[config.mk]
export PLATFORM = sky130hd
export DESIGN_NAME = txn_conflict_monitor
export DESIGN_NICKNAME = d
export VERILOG_FILES = /design/src/rtl/txn_conflict_monitor.sv
export SDC_FILE = /design/constraint.sdc
export NUM_CORES = 1
export LEC_CHECK = 0
export BUFFER_PORTS_ARGS = -buffer_cell sky130_fd_sc_hd__buf_2
export CAP_MARGIN = 20
export CELL_PAD_IN_SITES_DETAIL_PLACEMENT = 1
export CELL_PAD_IN_SITES_GLOBAL_PLACEMENT = 1
export CORE_ASPECT_RATIO = 0.6
export CORE_MARGIN = 1.5
export CORE_UTILIZATION = 25
export DETAILED_ROUTE_END_ITERATION = 6
export GPL_TIMING_DRIVEN = 0
export HOLD_SLACK_MARGIN = 0.03
export PLACE_DENSITY_LB_ADDON = 0.12
export REMOVE_ABC_BUFFERS = 1
export SLEW_MARGIN = 10
export SYNTH_ARGS = -nofsm -noshare
export SYNTH_HDL_FRONTEND = slang
export SYNTH_SLANG_ARGS = --single-unit
[constraint.sdc]
create_clock -name clk -period 3.2 [get_ports clk]
set_clock_uncertainty 0.2 [all_clocks]
set_input_delay 0 -clock clk [delete_from_list [all_inputs] [get_ports clk]]
set_output_delay 0 -clock clk [all_outputs]
set_load 0.02 [all_outputs]
[src/rtl/txn_conflict_monitor.sv]
module txn_conflict_monitor #(
  parameter int ADDR_W = 16,
  parameter int PC_W   = 16,
  parameter int TID_W  = 3,
  parameter int TYPE_W = 2,
  parameter int CYC_W  = 16,
  parameter int CNT_W  = 8,
  parameter int LINES  = 8,
  parameter int DEPTH  = 4,
  localparam int LW    = $clog2(LINES),
  localparam int PW    = $clog2(DEPTH)
) (
  input  logic              clk,
  input  logic              rst_n,
  input  logic              tx_begin,
  input  logic              commit,
  input  logic              ld_valid,
  input  logic [LW-1:0]     ld_line,
  input  logic [PC_W-1:0]   ld_pc,
  input  logic              viol_valid,
  input  logic [LW-1:0]     viol_line,
  input  logic [ADDR_W-1:0] viol_addr,
  input  logic [TID_W-1:0]  viol_tid,
  input  logic              ovf_valid,
  input  logic [PC_W-1:0]   ovf_pc,
  input  logic [TYPE_W-1:0] ovf_type,
  input  logic              rd_en,
  output logic              rec_valid,
  output logic              rec_kind,
  output logic [ADDR_W-1:0] rec_addr,
  output logic [TID_W-1:0]  rec_tid,
  output logic [TYPE_W-1:0] rec_type,
  output logic [PC_W-1:0]   rec_pc,
  output logic [CYC_W-1:0]  rec_cycles,
  output logic [CNT_W-1:0]  rec_count,
  output logic              rec_lost
);
  localparam int REC_W = 1 + ADDR_W + TID_W + TYPE_W + PC_W + CYC_W + CNT_W;

  logic              active, holding;
  logic [CYC_W-1:0]  cyc, dur;
  logic [LINES-1:0]  rd_set;
  logic [PC_W-1:0]   rd_pc [LINES];
  logic [PC_W-1:0]   opc;
  logic [TYPE_W-1:0] otype;
  logic [CNT_W-1:0]  vcnt, ocnt;

  logic [REC_W-1:0]  mem [DEPTH];
  logic [PW-1:0]     wp, rp;
  logic [PW:0]       cnt;

  logic do_viol, do_ovf, push, pop, full, wr;
  logic [CYC_W-1:0] cyc_inc, dur_inc;
  logic [PC_W-1:0]  hit_pc;
  logic [REC_W-1:0] new_rec;

  assign do_viol = viol_valid && active;
  assign do_ovf  = commit && holding && !do_viol;
  assign cyc_inc = (cyc == '1) ? cyc : cyc + 1'b1;
  assign dur_inc = (dur == '1) ? dur : dur + 1'b1;
  assign hit_pc  = rd_set[viol_line] ? rd_pc[viol_line] : '0;
  assign new_rec = do_viol
    ? {1'b0, viol_addr, viol_tid, {TYPE_W{1'b0}}, hit_pc, cyc_inc, vcnt + 1'b1}
    : {1'b1, {ADDR_W{1'b0}}, {TID_W{1'b0}}, otype, opc, dur_inc, ocnt + 1'b1};

  assign push = do_viol || do_ovf;
  assign full = (cnt == (PW+1)'(DEPTH));
  assign pop  = rd_en && (cnt != '0);
  assign wr   = push && (!full || pop);

  always_ff @(posedge clk) begin
    if (!rst_n) begin
      active  <= 1'b0;
      holding <= 1'b0;
      cyc     <= '0;
      dur     <= '0;
      rd_set  <= '0;
      opc     <= '0;
      otype   <= '0;
      vcnt    <= '0;
      ocnt    <= '0;
    end else begin
      if (active) cyc <= cyc_inc;
      if (holding) dur <= dur_inc;
      if (do_viol) begin
        active  <= 1'b0;
        holding <= 1'b0;
        cyc     <= '0;
        vcnt    <= vcnt + 1'b1;
      end else if (tx_begin) begin
        active  <= 1'b1;
        holding <= 1'b0;
        cyc     <= '0;
        rd_set  <= '0;
      end else if (commit) begin
        active  <= 1'b0;
        holding <= 1'b0;
        cyc     <= '0;
        if (holding) ocnt <= ocnt + 1'b1;
      end else begin
        if (ld_valid && active && !rd_set[ld_line]) begin
          rd_set[ld_line] <= 1'b1;
          rd_pc[ld_line]  <= ld_pc;
        end
        if (ovf_valid && active && !holding) begin
          holding <= 1'b1;
          dur     <= '0;
          opc     <= ovf_pc;
          otype   <= ovf_type;
        end
      end
    end
  end

  always_ff @(posedge clk) begin
    if (!rst_n) begin
      wp       <= '0;
      rp       <= '0;
      cnt      <= '0;
      rec_lost <= 1'b0;
    end else begin
      if (wr) begin
        mem[wp] <= new_rec;
        wp <= (wp == PW'(DEPTH-1)) ? '0 : wp + 1'b1;
      end
      if (pop) rp <= (rp == PW'(DEPTH-1)) ? '0 : rp + 1'b1;
      if (wr && !pop) cnt <= cnt + 1'b1;
      else if (pop && !wr) cnt <= cnt - 1'b1;
      if (push && !wr) rec_lost <= 1'b1;
    end
  end

  assign rec_valid = (cnt != '0);
  assign {rec_kind, rec_addr, rec_tid, rec_type, rec_pc, rec_cycles, rec_count} = mem[rp];

  AST_NO_OVERFLOW: assert property (@(posedge clk) disable iff (!rst_n)
    cnt <= (PW+1)'(DEPTH));
  AST_LOST_STICKY: assert property (@(posedge clk) disable iff (!rst_n)
    rec_lost |=> rec_lost);
  AST_HOLD_IN_TXN: assert property (@(posedge clk) disable iff (!rst_n)
    holding |-> active);
  AST_VIOL_CLOSES: assert property (@(posedge clk) disable iff (!rst_n)
    (viol_valid && active) |=> (!active && cyc == '0));
  AST_EMPTY_POP: assert property (@(posedge clk) disable iff (!rst_n)
    (rd_en && !rec_valid && !viol_valid && !commit) |=> !rec_valid);
  AST_IDLE_VIOL: assert property (@(posedge clk) disable iff (!rst_n)
    (viol_valid && !active && !commit && !rd_en) |=> $stable(cnt));
endmodule

# Word-level counts from Yosys, hierarchy flattened
# Memory sizes are Yosys's and may differ from the RTL's. A register that Yosys moved wholly into a read port is not among the register bits.
# Cells that the tools add are included.
[totals]
word_cells = 102
rom_bits = 0
regBits = 84
memories = 2
input_bits = 67
ram_bits = 376
out_inout_bits = 64
latchBits = 0
[classes]
div_mod_pow = 0
n_addsub = 8
mul = 0
n_shift = 0
order_cmp = 3
n_reduce_logical = 30
n_bitwise = 5
mux = 35
n_eq_ne = 6
[mem_list]
columns = ["memory", "words", "word_bits", "rd", "rd_clocked_by_memory_dff", "wr", "line", "source"]
rows = [
  ["mem", 4, 62, 1, 1, 1, "48", "logic [REC_W-1:0] mem [DEPTH];"],
  ["rd_pc", 8, 16, 1, 0, 1, "43", "logic [PC_W-1:0] rd_pc [LINES];"],
]
[op_table]
columns = ["cell", "n"]
rows = [
  ["two-way mux 16 bit", 8],
  ["two-way mux 62 bit", 1],
  ["adder 16 x 1 -> 16 bit, second input constant", 2],
  ["equality test 16 bit, second input constant", 2],
  ["two-way mux 8 bit", 3],
  ["adder 8 x 1 -> 8 bit, second input constant", 2],
  ["two-way mux 1 bit", 14],
  ["logical AND 1 bit", 13],
  ["< comparator 3 x 4 -> 1 bit, second input constant", 2],
  ["two-way mux 2 bit", 4],
  ["bitwise OR 8 bit", 1],
  ["AND reduction 4 bit", 2],
  ["binary-select mux 1 bit (select 3 bit)", 2],
  ["logical NOT 1 bit", 6],
  ["two-way mux 3 bit", 2],
  ["nonzero test 2 bit", 3],
  ["adder 2 x 1 -> 2 bit, second input constant", 2],
  ["equality test 2 bit, second input constant", 2],
  ["inverter 1 bit", 4],
  ["OR reduction 4 bit", 1],
  ["adder 3 x 1 -> 3 bit, second input constant", 1],
  ["demux 1 bit (select 3 bit)", 1],
  ["equality test 3 bit, second input constant", 1],
  ["greater-or-equal comparator 3 x 1 -> 1 bit, second input constant", 1],
  ["6 further kinds", 7],
]

# Longest topological paths before layout
[logic_depth]
depth_word = 10
ltp_mapped = 10
mapped_depth_nobuf = 9

# Worst setup path after synthesis
# Ideal clock, no wire load.
[synth_path]
path_type = "flip-flop to flip-flop"
startpoint = "register active"
endpoint = "memory mem[0][0] in the netlist's numbering (enable)"
slack_ps = -8
synth_period_minus_slack_ps = 3208
path_buffers = 1
path_stages_with_launch = 6
required_time_ps = 2573
setup_time_ps = 427
arrival_ps = 2582
path_cell_list = "dfxtp_1 and2_1 inv_1 clkbuf_1 a21oi_1 and3_1"
[synth_between]
elab_chain_len = 8
[synth_lines]
columns = ["element", "line", "source"]
rows = [
  ["start, declared", "40", "logic active, holding;"],
  ["start signal, assigned", "73", "active <= 1'b0;"],
  ["start signal, assigned", "86", "active <= 1'b0;"],
  ["start signal, assigned", "91", "active <= 1'b1;"],
  ["logical AND 1 bit *", "57", "assign do_viol = viol_valid && active;"],
  ["logical NOT 1 bit", "58", "assign do_ovf = commit && holding && !do_viol;"],
  ["logical AND 1 bit", "58", ""],
  ["logical OR 1 bit *", "66", "assign push = do_viol || do_ovf;"],
  ["logical AND 1 bit *", "69", "assign wr = push && (!full || pop);"],
  ["two-way mux 1 bit *", "122", "if (wr) begin"],
  ["two-way mux 1 bit *", "116", "if (!rst_n) begin"],
  ["two-way mux 1 bit (implied by the code) *", "123", "mem[wp] <= new_rec;"],
  ["end, declared", "48", ""],
]
# Mark *: on every way between the ends. The rest lies on a longest branch, timed or not.

# Final worst setup path
[layout_path]
startpoint = "register active"
endpoint = "register rd_set[7]"
[layout_between]
elab_chain_len = 4
elab_cells_between_ends = 6
classes_between = "bitwise (1); reduce/logical (5)"
[layout_lines]
columns = ["element", "line", "source"]
rows = [
  ["logical AND 1 bit (2 in a row)", "101", "if (ld_valid && active && !rd_set[ld_line]) begin"],
  ["nonzero test 2 bit (no source line)", "-", ""],
  ["AND reduction 3 bit (no source line) *", "-", ""],
  ["end signal, assigned", "77", "rd_set <= '0;"],
  ["end signal, assigned", "94", "rd_set <= '0;"],
  ["end signal, assigned by index", "102", "rd_set[ld_line] <= 1'b1;"],
  ["end, declared", "42", "logic [LINES-1:0] rd_set;"],
]
# Marks and branches as above.
# A chain may end at the register's enable or synchronous reset.

==> run metrics <==
status=finished clean; input/output buffers=130; GRT Overall Usage=14.1%; CP required=3550 ps; Slew Limit Fails=0; Async S/R FF share, synth=0%; Critical Path Start=active; Net count, final=1523; number of hold violations in the final report=0; Max Clk Rate=329 MHz; register area share after synthesis=68.6%; Initial Util=25.5%; worst path cell trace=nand3_1 > a21oi_2 > dlygate4sd3_1 > and2_1 > a31oi_1 > dlygate4sd3_1 > nor2_1 > dlygate4sd3_1; Fill cells=7745; met1 Use GR=20.8%; hold crit path type=in2reg; first-pass GRT wire length=80600 um; Avg Inst Size Synth=15.8 um2; Post-Syn Area=19000 um2; Syn-to-layout area delta=25.3%; Top Ports=131; gate count of the mapped netlist=1198; DR iter-0 viols=650; Tightest Pin Transition=1110 ps; Setup crit start kind=flop; Sw Ratio=25.3%; largest net degree at the start of global routing=56; Die Height=216 um; sequential share of power=47.0%; total grt overflow=0; Routed Antenna Nets=0; DPL Wire Length=32400 um; fin util=31.9%; Worst EP arrival=3380 ps; Non-Filler Instances=2470; WL final=53500 um; Post-synth EDFFs=376; Vias/cell=4.56; met2 GRT Util=21.1%; Top cell by count, worst path=dlygate4sd3_1; Tcrit/Tclk final=94.9%; number of H-tree levels=2; Leak=7.91 nW; element type at the critical path end=flop; DR DRC count=0; Yosys Warn Count=0; Die W=359 um; CTS tree=built; post-synth cell types=61; Psw=3.59 mW; clock period minus worst slack=3040 ps; layout cell share with drive strength beyond 1=24.6%; Peak VDD IR=0.352 mV; DR WL/cell=21.7 um; pre-CTS WS=-715 ps; worst r2r path cells=8; pwr dens=597 nW/um2; # setup viols final=0; kind of critical path=reg2reg; clk_lat worst skew=600 ps; number of global-route vias before repair=12.0k; worst setup margin=164 ps; Worst slew margin=25.7%; max-cap check violation count=0; Worst Hold Launch=ld_pc[7]; CTS Buf Count=50; RSZ-0062 raised after global routing=no; CTS max path bufs=3; clk root buf=clkbuf_16; Placer Congestion=0.729; Comb pwr share=13.9%; Core Region=74400 um2; row count=77; initial antenna violation count=2; clock sinks=462; P_int=10.6 mW; clock power share=39.2%; Most used DFF post-synth=edfxtp_1; Worst-path clk slew=60 ps; Via Count=11.3k; Ant. Diodes=0; Hold Path Stages=2; Max FO, Critical Path=8; placed insts=2263; Synth Register Bits=462; critical path's slowest cell=dlygate4sd3_1; Power Total=14.2 mW; met3 Use GR=2.70%; RR Startpoint=active; WHS=65.6 ps; gr busiest metal=met2; max incr delay on CP=580 ps; DIE AREA=77600 um2; DRT Pass-1 Iters=5
## logic make-up (layout without fill, tap and decap cells)
family | count (synthesis) | count (layout) | synth area share (%)
adder cells (fa/ha/maj) | 11 | 11 | 0.766
flip-flops | 462 | 462 | 68.6
buffers and inverters | 81 | 364 | 1.81
AO/OA/AOI/OAI | 145 | 145 | 4.92
AND/OR/NAND/NOR | 325 | 327 | 8.65
XOR/XNOR | 46 | 46 | 2.13
multiplexers | 128 | 128 | 13.1
## layout make-up
cell class,instances,area (um2),share of cell area [%]
flip-flops and latches,462,13000,54.8
multi-input cells,657,5750,24.2
repair buffers,265,2160,9.10
clock buffers,69,1370,5.78
well taps,987,1230,5.20
clock inverters,21,174,0.732
inverters,9,36.3,0.153
## cells in the mapped netlist (3+ instances only)
library cell	count	area, um2
o211ai_1	5	37.5
nand4_1	12	75.1
xor2_1	19	166
and3_1	33	206
nor2b_1	8	50.1
edfxtp_1	376	11300
ha_1	10	125
a21oi_1	31	155
dfxtp_1	86	1720
nor2_1	58	218
nor4_1	6	37.5
o31ai_1	3	22.5
inv_1	9	33.8
o41ai_1	3	26.3
buf_2	29	145
o21ai_0	42	210
clkbuf_2	3	15.0
nand2_1	102	383
a21o_1	4	30.0
mux4_2	96	2160
nand3_1	28	140
mux2i_1	32	320
nor3_1	25	125
or3_1	14	87.6
a211oi_1	3	22.5
and2_1	18	113
a31oi_1	5	31.3
a21boi_0	30	225
nor3b_1	4	30.0
clkbuf_1	35	131
xnor2_1	27	236
buf_1	5	18.8
a311oi_1	3	26.3
## per-stage QoR
step / TNS (ps) / area, um2
6_report: 0 / 23800
4_1_cts: 0 / 23700
3_5_place_dp: -175250 / 21000
3_3_place_gp: -2717000 / 20500
5_1_grt: 0 / 23800
2_1_floorplan: -472720 / 18600
## state kept, by name, summed over array words and instances (netlist names), 3 cells and up, named ones only
register	flops
ocnt	8
mem	248
cyc	16
rd_set	8
cnt	3
opc	16
dur	16
vcnt	8
rd_pc	128
## placed cells by master, fill, tap and decap left out, types with 4 or more instances in the layout
| master | instances |
|---|---|
| a31oi_1 | 5 |
| buf_2 | 128 |
| nand3_1 | 27 |
| edfxtp_1 | 376 |
| clkbuf_1 | 14 |
| or3_1 | 14 |
| buf_4 | 14 |
| dfxtp_1 | 82 |
| nand2_1 | 101 |
| a21boi_0 | 30 |
| clkbuf_8 | 5 |
| inv_1 | 8 |
| nor3_1 | 23 |
| a21o_1 | 4 |
| clkinv_2 | 10 |
| clkbuf_16 | 50 |
| a21oi_1 | 29 |
| dlygate4sd3_1 | 107 |
| clkinv_1 | 4 |
| and3_4 | 4 |
| nor2b_1 | 7 |
| xor2_1 | 19 |
| nand4_1 | 12 |
| ha_1 | 10 |
| nor4_1 | 5 |
| o211ai_1 | 5 |
| mux4_2 | 96 |
| and2_1 | 15 |
| mux2i_1 | 32 |
| buf_16 | 8 |
| xnor2_1 | 27 |
| nor2_1 | 56 |
| o21ai_0 | 42 |
| and3_1 | 29 |
## routing by layer
layer	up-vias	share of wire [%]
met5	-	0.024
met4	2	1.8
met2	180	44
met3	67	4.3
met1	5863	50
li1	5160	-
## power by group through the flow
stage	sequential (mW)	combinational [mW]	clock, mW
2_1_floorplan	6.87	1.08	0
3_3_place_gp	7.02	1.72	0
3_5_place_dp	6.80	1.91	0
4_1_cts	6.67	2.02	5.77
5_1_grt	6.68	2.12	5.98
6_report	6.66	1.97	5.55
## worst max-delay path, delay by kind of cell, from the launching register on
kind	cells	cell delay, ps
flip-flops	1	420
AND/OR/NAND/NOR	3	410
buffers and inverters	3	1700
AO/OA/AOI/OAI	2	280
## final timing paths
path	end	slack (ps)
hold reg to reg	otype[0]	260
setup reg to reg	rd_set[7]	160
hold / removal	rd_pc[4][7]	70
setup / recovery	rd_set[7]	160
## repair_timing
item / CTS / global route
endpoints found under the setup margin: 442 / 114
pin swaps: 2 / 1
setup buffers: 4 / 3
gates cloned: 2 / 0
endpoints found under the hold margin: 343 / 0
hold buffers: 107 / 0
gates resized for setup: 5 / 6
Power figures use the tool's default switching activity.
